[src/rtl/mpf_uart_pkg.sv]
package mpf_uart_pkg;
  typedef enum logic [1:0] {ST_IDLE, ST_START, ST_BITS} rx_state_e;

  localparam int CTL_W      = 4;
  localparam int CTL_RXEN   = 0;
  localparam int CTL_MPMODE = 1;
  localparam int CTL_WAKE   = 2;
  localparam int CTL_IRQEN  = 3;

  localparam int STS_W      = 3;
  localparam int STS_FULL   = 0;
  localparam int STS_FERR   = 1;
  localparam int STS_OVR    = 2;
endpackage

[src/rtl/mpf_rx_sync.sv]
module mpf_rx_sync #(
  parameter int STAGES = 2
) (
  input  logic clk_i,
  input  logic rst_ni,
  input  logic d_i,
  output logic q_o
);
  logic [STAGES-1:0] q;

  for (genvar i = 0; i < STAGES; i++) begin : g_stage
    always_ff @(posedge clk_i or negedge rst_ni) begin
      if (!rst_ni) q[i] <= 1'b1;
      else if (i == 0) q[i] <= d_i;
      else q[i] <= q[(i > 0) ? i - 1 : 0];
    end
  end

  assign q_o = q[STAGES-1];
endmodule

[src/rtl/mpf_rx_frame.sv]
module mpf_rx_frame
  import mpf_uart_pkg::*;
#(
  parameter int DATA_W  = 8,
  parameter int OS_RATE = 16
) (
  input  logic              clk_i,
  input  logic              rst_ni,
  input  logic              rx_en_i,
  input  logic              mp_mode_i,
  input  logic              tick_i,
  input  logic              rxd_i,
  output logic              done_o,
  output logic [DATA_W-1:0] data_o,
  output logic              mpb_o,
  output logic              stop_o,
  output logic              busy_o
);
  localparam int CW = $clog2(OS_RATE);
  localparam int IW = $clog2(DATA_W + 2);
  localparam logic [CW-1:0] CNT_HALF = CW'(OS_RATE / 2 - 1);
  localparam logic [CW-1:0] CNT_FULL = CW'(OS_RATE - 1);
  localparam logic [IW-1:0] LAST_MP  = IW'(DATA_W + 1);
  localparam logic [IW-1:0] LAST_PL  = IW'(DATA_W);

  rx_state_e         state;
  logic [CW-1:0]     cnt;
  logic [IW-1:0]     idx;
  logic [DATA_W-1:0] sh;
  logic              mp_lat, mpb_r, stop_r, done_r;
  logic [IW-1:0]     last;

  assign last = mp_lat ? LAST_MP : LAST_PL;

  always_ff @(posedge clk_i or negedge rst_ni) begin
    if (!rst_ni) begin
      state  <= ST_IDLE;
      cnt    <= '0;
      idx    <= '0;
      sh     <= '0;
      mp_lat <= 1'b0;
      mpb_r  <= 1'b0;
      stop_r <= 1'b1;
      done_r <= 1'b0;
    end else begin
      done_r <= 1'b0;
      if (!rx_en_i) begin
        state <= ST_IDLE;
      end else if (tick_i) begin
        unique case (state)
          ST_IDLE: if (!rxd_i) begin
            state  <= ST_START;
            cnt    <= '0;
            mp_lat <= mp_mode_i;
          end
          ST_START: begin
            if (cnt == CNT_HALF) begin
              cnt   <= '0;
              idx   <= '0;
              mpb_r <= 1'b0;
              state <= rxd_i ? ST_IDLE : ST_BITS;  // glitch rejected
            end else begin
              cnt <= cnt + 1'b1;
            end
          end
          ST_BITS: begin
            if (cnt == CNT_FULL) begin
              cnt <= '0;
              if (idx == last) begin
                stop_r <= rxd_i;
                done_r <= 1'b1;
                state  <= ST_IDLE;
              end else begin
                if (idx < LAST_PL) sh <= {rxd_i, sh[DATA_W-1:1]};
                else mpb_r <= rxd_i;
                idx <= idx + 1'b1;
              end
            end else begin
              cnt <= cnt + 1'b1;
            end
          end
          default: state <= ST_IDLE;
        endcase
      end
    end
  end

  assign done_o = done_r;
  assign data_o = sh;
  assign mpb_o  = mp_lat & mpb_r;
  assign stop_o = stop_r;
  assign busy_o = (state != ST_IDLE);
endmodule

[src/rtl/mpf_rx_regs.sv]
module mpf_rx_regs
  import mpf_uart_pkg::*;
#(
  parameter int DATA_W = 8
) (
  input  logic              clk_i,
  input  logic              rst_ni,
  input  logic              ctl_we_i,
  input  logic [CTL_W-1:0]  ctl_wdata_i,
  input  logic              sts_we_i,
  input  logic [STS_W-1:0]  sts_wdata_i,
  input  logic              done_i,
  input  logic [DATA_W-1:0] data_i,
  input  logic              mpb_i,
  input  logic              stop_i,
  output logic [CTL_W-1:0]  ctl_o,
  output logic              filt_o,
  output logic [DATA_W-1:0] rx_data_o,
  output logic              full_o,
  output logic              ferr_o,
  output logic              ovr_o,
  output logic              mpb_o,
  output logic              rx_irq_o,
  output logic              err_irq_o
);
  logic [CTL_W-1:0] ctl;
  logic filt, accept;

  assign filt   = ctl[CTL_WAKE] & ctl[CTL_MPMODE];
  assign accept = done_i & (~filt | mpb_i);

  always_ff @(posedge clk_i or negedge rst_ni) begin
    if (!rst_ni) begin
      ctl <= '0;
    end else begin
      if (ctl_we_i) ctl <= ctl_wdata_i;
      if (accept && filt) ctl[CTL_WAKE] <= 1'b0;  // self-clearing wake
    end
  end

  always_ff @(posedge clk_i or negedge rst_ni) begin
    if (!rst_ni) begin
      rx_data_o <= '0;
      full_o    <= 1'b0;
      ferr_o    <= 1'b0;
      ovr_o     <= 1'b0;
      mpb_o     <= 1'b0;
    end else begin
      if (sts_we_i) begin
        if (!sts_wdata_i[STS_FULL]) full_o <= 1'b0;
        if (!sts_wdata_i[STS_FERR]) ferr_o <= 1'b0;
        if (!sts_wdata_i[STS_OVR])  ovr_o  <= 1'b0;
      end
      if (accept) begin
        if (full_o) begin
          ovr_o <= 1'b1;
        end else begin
          rx_data_o <= data_i;
          full_o    <= 1'b1;
          mpb_o     <= mpb_i;
          if (!stop_i) ferr_o <= 1'b1;
        end
      end
    end
  end

  assign ctl_o     = ctl;
  assign filt_o    = filt;
  assign rx_irq_o  = ctl[CTL_IRQEN] & ~filt & full_o;
  assign err_irq_o = ctl[CTL_IRQEN] & ~filt & (ferr_o | ovr_o);
endmodule

[src/rtl/mpf_uart_rx.sv]
module mpf_uart_rx
  import mpf_uart_pkg::*;
#(
  parameter int DATA_W      = 8,
  parameter int OS_RATE     = 16,
  parameter int SYNC_STAGES = 2
) (
  input  logic              clk_i,
  input  logic              rst_ni,
  input  logic              os_tick_i,
  input  logic              rxd_i,
  input  logic              ctl_we_i,
  input  logic [3:0]        ctl_wdata_i,
  output logic [3:0]        ctl_o,
  input  logic              sts_we_i,
  input  logic [2:0]        sts_wdata_i,
  output logic [DATA_W-1:0] rx_data_o,
  output logic              full_o,
  output logic              ferr_o,
  output logic              ovr_o,
  output logic              mpb_o,
  output logic              rx_irq_o,
  output logic              err_irq_o
);
  logic              rxd_s;
  logic              frm_done, frm_mpb, frm_stop, frm_busy, filt;
  logic [DATA_W-1:0] frm_data;

  mpf_rx_sync #(.STAGES(SYNC_STAGES)) u_sync (
    .clk_i (clk_i),
    .rst_ni(rst_ni),
    .d_i   (rxd_i),
    .q_o   (rxd_s)
  );

  mpf_rx_frame #(.DATA_W(DATA_W), .OS_RATE(OS_RATE)) u_frame (
    .clk_i    (clk_i),
    .rst_ni   (rst_ni),
    .rx_en_i  (ctl_o[CTL_RXEN]),
    .mp_mode_i(ctl_o[CTL_MPMODE]),
    .tick_i   (os_tick_i),
    .rxd_i    (rxd_s),
    .done_o   (frm_done),
    .data_o   (frm_data),
    .mpb_o    (frm_mpb),
    .stop_o   (frm_stop),
    .busy_o   (frm_busy)
  );

  mpf_rx_regs #(.DATA_W(DATA_W)) u_regs (
    .clk_i      (clk_i),
    .rst_ni     (rst_ni),
    .ctl_we_i   (ctl_we_i),
    .ctl_wdata_i(ctl_wdata_i),
    .sts_we_i   (sts_we_i),
    .sts_wdata_i(sts_wdata_i),
    .done_i     (frm_done),
    .data_i     (frm_data),
    .mpb_i      (frm_mpb),
    .stop_i     (frm_stop),
    .ctl_o      (ctl_o),
    .filt_o     (filt),
    .rx_data_o  (rx_data_o),
    .full_o     (full_o),
    .ferr_o     (ferr_o),
    .ovr_o      (ovr_o),
    .mpb_o      (mpb_o),
    .rx_irq_o   (rx_irq_o),
    .err_irq_o  (err_irq_o)
  );
endmodule

[config.mk]
export PLATFORM = sky130hd
export DESIGN_NAME = mpf_uart_rx
export DESIGN_NICKNAME = d
export VERILOG_FILES = /design/src/rtl/mpf_uart_pkg.sv /design/src/rtl/mpf_rx_sync.sv /design/src/rtl/mpf_rx_frame.sv /design/src/rtl/mpf_rx_regs.sv /design/src/rtl/mpf_uart_rx.sv
export SDC_FILE = /design/constraint.sdc
export NUM_CORES = 1
export LEC_CHECK = 0
export ABC_AREA = 1
export ABC_CLOCK_PERIOD_IN_PS = 1800
export BUFFER_PORTS_ARGS = -buffer_cell sky130_fd_sc_hd__buf_2
export CORE_MARGIN = 5
export CORE_UTILIZATION = 56
export DETAILED_ROUTE_END_ITERATION = 6
export PLACE_DENSITY_LB_ADDON = 0.1
export SLEW_MARGIN = 20
export SYNTH_ARGS = -nofsm -noshare
export SYNTH_HDL_FRONTEND = slang
export SYNTH_HIERARCHICAL = 1
export SYNTH_SLANG_ARGS = --single-unit
[constraint.sdc]
create_clock -name clk_i -period 1.8 [get_ports clk_i]
set_clock_uncertainty 0.05 [all_clocks]
set_input_delay 0.36 -clock clk_i [delete_from_list [all_inputs] [get_ports clk_i]]
set_output_delay 0.36 -clock clk_i [all_outputs]
set_load 0.01 [all_outputs]
# Word level (Yosys, flattened, before mapping)
# Cells that the tools add are included.
op_classes:
  n_addsub: 2
  order_cmp: 1
  n_eq_ne: 15
  mux: 42
  bitwise: 12
  reduce_logical: 13
op_table:
  columns: ["op", "n"]
  rows:
  - ["$mux W1", 24]
  - ["$mux W4", 6]
  - ["$mux W2", 7]
  - ["$ne A3 B3 Y1 const B", 4]
  - ["$pmux W4 S3", 1]
  - ["$reduce_and A6 Y1", 2]
  - ["$reduce_and A5 Y1", 2]
  - ["$add A4 B1 Y4 const B", 2]
  - ["$ne A2 B2 Y1 const B", 4]
  - ["$pmux W4 S2", 1]
  - ["$reduce_and A4 Y1", 2]
  - ["$reduce_and A7 Y1", 1]
  - ["$and A1 B1 Y1", 6]
  - ["$pmux W2 S3", 1]
  - ["$eq A4 B3 Y1 const B", 1]
  - ["$eq A4 B4 Y1", 1]
  - ["$eq A4 B4 Y1 const B", 1]
  - ["$lt A4 B4 Y1 const B", 1]
  - ["$ne A2 B1 Y1 const B", 2]
  - ["$not A1 Y1", 4]
  - ["$reduce_bool A2 Y1", 2]
  - ["$mux W3", 1]
  - ["$reduce_bool A3 Y1", 1]
  - ["$eq A2 B1 Y1 const B", 1]
  - ["6 further kinds", 7]
totals:
  regBits: 40
  input_bits: 13
  output_inout_bits: 18
  elab_cells: 102

# Logic depth before layout (Yosys ltp)
logic_depth:
  ltp_word: 7
  ltp_mapped: 9
  ltp_nobuf: 9

# By module
# The synthesis kept the hierarchy.
by_module_without_submodules:
  columns: ["mod", "n_inst", "cells_each", "area_each_um2", "seq_area_each_um2"]
  rows:
  - ["mpf_rx_frame", 1, 148, 1244.9, 551.8]
  - ["mpf_rx_regs", 1, 75, 703.2, 400.4]
  - ["mpf_rx_sync", 1, 2, 52.6, 52.6]

# Worst setup path before layout
# OpenSTA, ideal clock, no wires.
synth_timing:
  kind: "register to register"
  startpoint: "reg u_frame.state[0]"
  endpoint: "reg u_frame.sh[3] (netlist: u_frame/data_o[3])"
  setup_time_ps: 118
  t_arrival_ps: 1208
  required_ps: 1632
  path_slack_ps: 424
  stages_incl_launch_ff: 7
  n_path_buf: 1
  synth_period_minus_slack_ps: 1376
  cell_sequence: "dfrtp_1 > inv_1 > ha_1 > nand3_2 > buf_6 > nand2_1 > o21ai_2"
synth_via:
  elab_chain_cells: 2
synth_rtl:
  columns: ["item", "line", "source"]
  rows:
  - ["start: declaration", "mpf_rx_frame.sv:26", "rx_state_e state;"]
  - ["start signal: assignment", "mpf_rx_frame.sv:61", "state <= rxd_i ? ST_IDLE : ST_BITS;"]
  - ["$eq A2 B2 Y1", "mpf_rx_frame.sv:50", "unique case (state)"]
  - ["$reduce_and A6 Y1 (no line)", null, null]
  - ["end signal: assignment", "mpf_rx_frame.sv:74", "if (idx < LAST_PL) sh <= {rxd_i, sh[DATA_W-1:1]};"]
  - ["end: declaration", "mpf_rx_frame.sv:29", "logic [DATA_W-1:0] sh;"]
# No other way between the ends.
# A chain may end at the register's enable or synchronous reset.

# Worst setup path after layout
layout_timing:
  startpoint: "reg u_regs.full_o"
  endpoint: "out rx_irq_o"
layout_via:
  elab_chain_cells: 1
layout_rtl:
  columns: ["item", "line", "source"]
  rows:
  - ["start: declaration", "mpf_rx_regs.sv:19", "output logic full_o,"]
  - ["start signal: assignment", "mpf_rx_regs.sv:44", "full_o <= 1'b0;"]
  - ["start signal: assignment", "mpf_rx_regs.sv:50", "if (!sts_wdata_i[STS_FULL]) full_o <= 1'b0;"]
  - ["start signal: assignment", "mpf_rx_regs.sv:59", "full_o <= 1'b1;"]
  - ["$and A1 B1 Y1", "mpf_rx_regs.sv:69", "assign rx_irq_o = ctl[CTL_IRQEN] & ~filt & full_o;"]
  - ["end: declaration", "mpf_uart_rx.sv:22", "output logic rx_irq_o,"]
# No other way between the ends.

==> results.toml <==
[global_routing]
grt_max_degree = 41
grt_overflow = 0
grt_pass1_vias = 1534
antenna_found_initial = 0
grt_pass1_wl_microns = 6900
track_usage_pct = 17.5

[setup_path]
path_cells = "clkinvlp_4, nor2_1, buf_2"
r2r_end = "u_frame/idx[0]$_DFFE_PN0P_"
r2r-start = "u_frame/cnt[0]$_DFFE_PN0P_"
start_kind = "flop"
timing_worst_setup_path_type = "flop to output pin"
crit_required_ps = 1390
reg2regPathDepth = 8
path_buf_inv = 2
critical_path.top_delay_family = "flip-flops"
cpPeakStageDelay_ps = 440
regToRegSetupSlack_ps = 250
cp_slowest_cell = "dfrtp_1"
crit_fanout = 4
crit_path_end_kind = "output pin"
arrival_ps = 1150

[floorplanning]
die_h_microns = 69.7
core_area_sq_um = 3390
ioPinCount = 31
start_util_pct = 58.9
die_w_microns = 69.7
die_area_sq_um = 4860
rows = 21

[place]
port_buffers = 30
hpwl_microns = 2820
pre_cts_slack_ps = 282
place_area_sq_um = 2190
dpl.cell_count = 299
place.gp.congestion = 0.898

[drt]
drc = 0
wl_microns = 3760
drtIter0Drc = 101
ant_nets = 0
avgViaCountPerCell = 5.03
dr.pass1.iters = 4
vias = 1548
wl_per_cell_microns = 12.2

[finish]
diodes = 0
stdcell_area_sq_um = 2290
final_nets = 280
area_delta_synth_final_pct = 14.7
finish.utilization_pct = 67.6
final_layout_size_suffix_gt1_share_pct = 27.9
fin_cells = 308

[synthesis]
syn-instance-count = 224
ys_warn_count = 6
synth_area_per_cell_sq_um = 8.91
synthesis.area_sq_um = 2000
synth_fp_nets = 243

[clock_tree]
cts_tree = "yes"
cts-htree-levels = 2
holdBufCountCts = 0
clock_path_buffers = 2
clk_latency_ps = 340
cts_buffers = 5
cts-root-buf = "clkbuf_4"
cts.sinks = 40
clk_pin_slew_ps = 120

[timing]
setup_viol = 0
finalCriticalPeriod_ps = 1560
slew_headroom_pct = 67.7
hold_viol_final = 3
fin_ws_ps = 245
max_freq_mhz = 643
setup-tns-final_ps = 0
hold_slack_ps = -4.40
worstMarginPinSlew_ps = 485
period_share_pct = 86.4
report.final.slew_viol_count = 0
rsz0062_at_grt = "no"

[pwr]
total_power_mw = 2.16
p_leak_nw = 1.29
p_per_area_nw_per_um2 = 941
worst_ir_drop_vdd_uv = 591

[outcome]
status = "complete, but fails checks"
violations = "hold timing"

[job]
drv_cap = 0

[worst_hold_path]
hp-class = "input pin to async pin"
power breakdown:
| group | internal (mW) | leakage, nW | switching, mW |
|---|---|---|---|
| registers | 0.971 | 0.518 | 0.0775 |
| logic | 0.168 | 0.720 | 0.314 |
| clock network | 0.333 | 0.0484 | 0.292 |
| total | 1.47 | 1.29 | 0.683 |
metal layers:
| metal | up-vias | share of wire, % | track usage [%] |
|---|---|---|---|
| met2 | 35 | 46 | 27.9 |
| met3 | 4 | 5.9 | 6.52 |
| met4 | 0 | 1.0 | 5.53 |
| li1 | 801 | - | - |
| met1 | 708 | 47 | 22.1 |
| met5 | - | 0 | 0 |
sequential cells by signal (all words and copies together) (netlist names):
register	cells
u_frame/data_o	8
u_regs/rx_data_o	8
u_frame/cnt	4
u_frame/idx	4
u_regs/ctl_o	4
u_frame/state	2
u_frame/done_o	1
u_frame/mp_lat	1
u_frame/mpb_r	1
u_frame/stop_o	1
u_regs/ferr_o	1
u_regs/full_o	1
u_regs/mpb_o	1
u_regs/ovr_o	1
u_sync/q	1
u_sync/q_o	1
placed cells by master, fill, tap and decap left out, drive strengths merged, types with 3 or more instances in the layout:
cell	n
mux2	3
o21ai	15
xor2	3
dfrtp	37
buf	34
dfstp	3
ha	6
nand4	14
nand3	18
a21oi	5
inv	29
nand2	66
nor2	16
clkbuf	6
final cells by class:
type                       instances  area, sq um
timing repair buffer              34          180
multi-input combinational        150          842
tap                               46         57.6
fill                             286         1100
inverter                          30          116
clock inverter                     2         38.8
sequential                        40         1000
clock buffer                       6         51.3
worst register-to-register path: stages, from the launching register on:
cell and delay, ps:
dfrtp_1 410, ha_1 260, nand3_2 140, nand2_1 120
nand2_2 100, inv_2 110, nand4_2 120, nand2_1 90
nand2_1 50
repair_timing:
action | CTS | global route
resized for setup | 0 | 1
buffers inserted | 0 | 1
setup endpoints to repair | 0 | 1
worst max path at each step:
stage,startpoint,to,slack (ps),depth (start not counted)
6_report,u_regs/full_o$_DFF_PN0_,rx_irq_o,240,3
5_1_grt,u_frame/state[0]$_DFFE_PN0P_,u_frame/cnt[0]$_DFFE_PN0P_,70,6
4_1_cts,u_regs/full_o$_DFF_PN0_,rx_irq_o,70,3
3_5_place_dp,u_frame/cnt[0]$_DFFE_PN0P_,u_frame/idx[2]$_DFFE_PN0P_,280,8
3_3_place_gp,u_frame/cnt[0]$_DFFE_PN0P_,u_frame/data_o[2]$_DFFE_PN0P_,330,7
2_1_floorplan,u_frame/state[0]$_DFFE_PN0P_,u_frame/data_o[3]$_DFFE_PN0P_,420,6
Note: power is estimated with default switching activity, not from simulation.
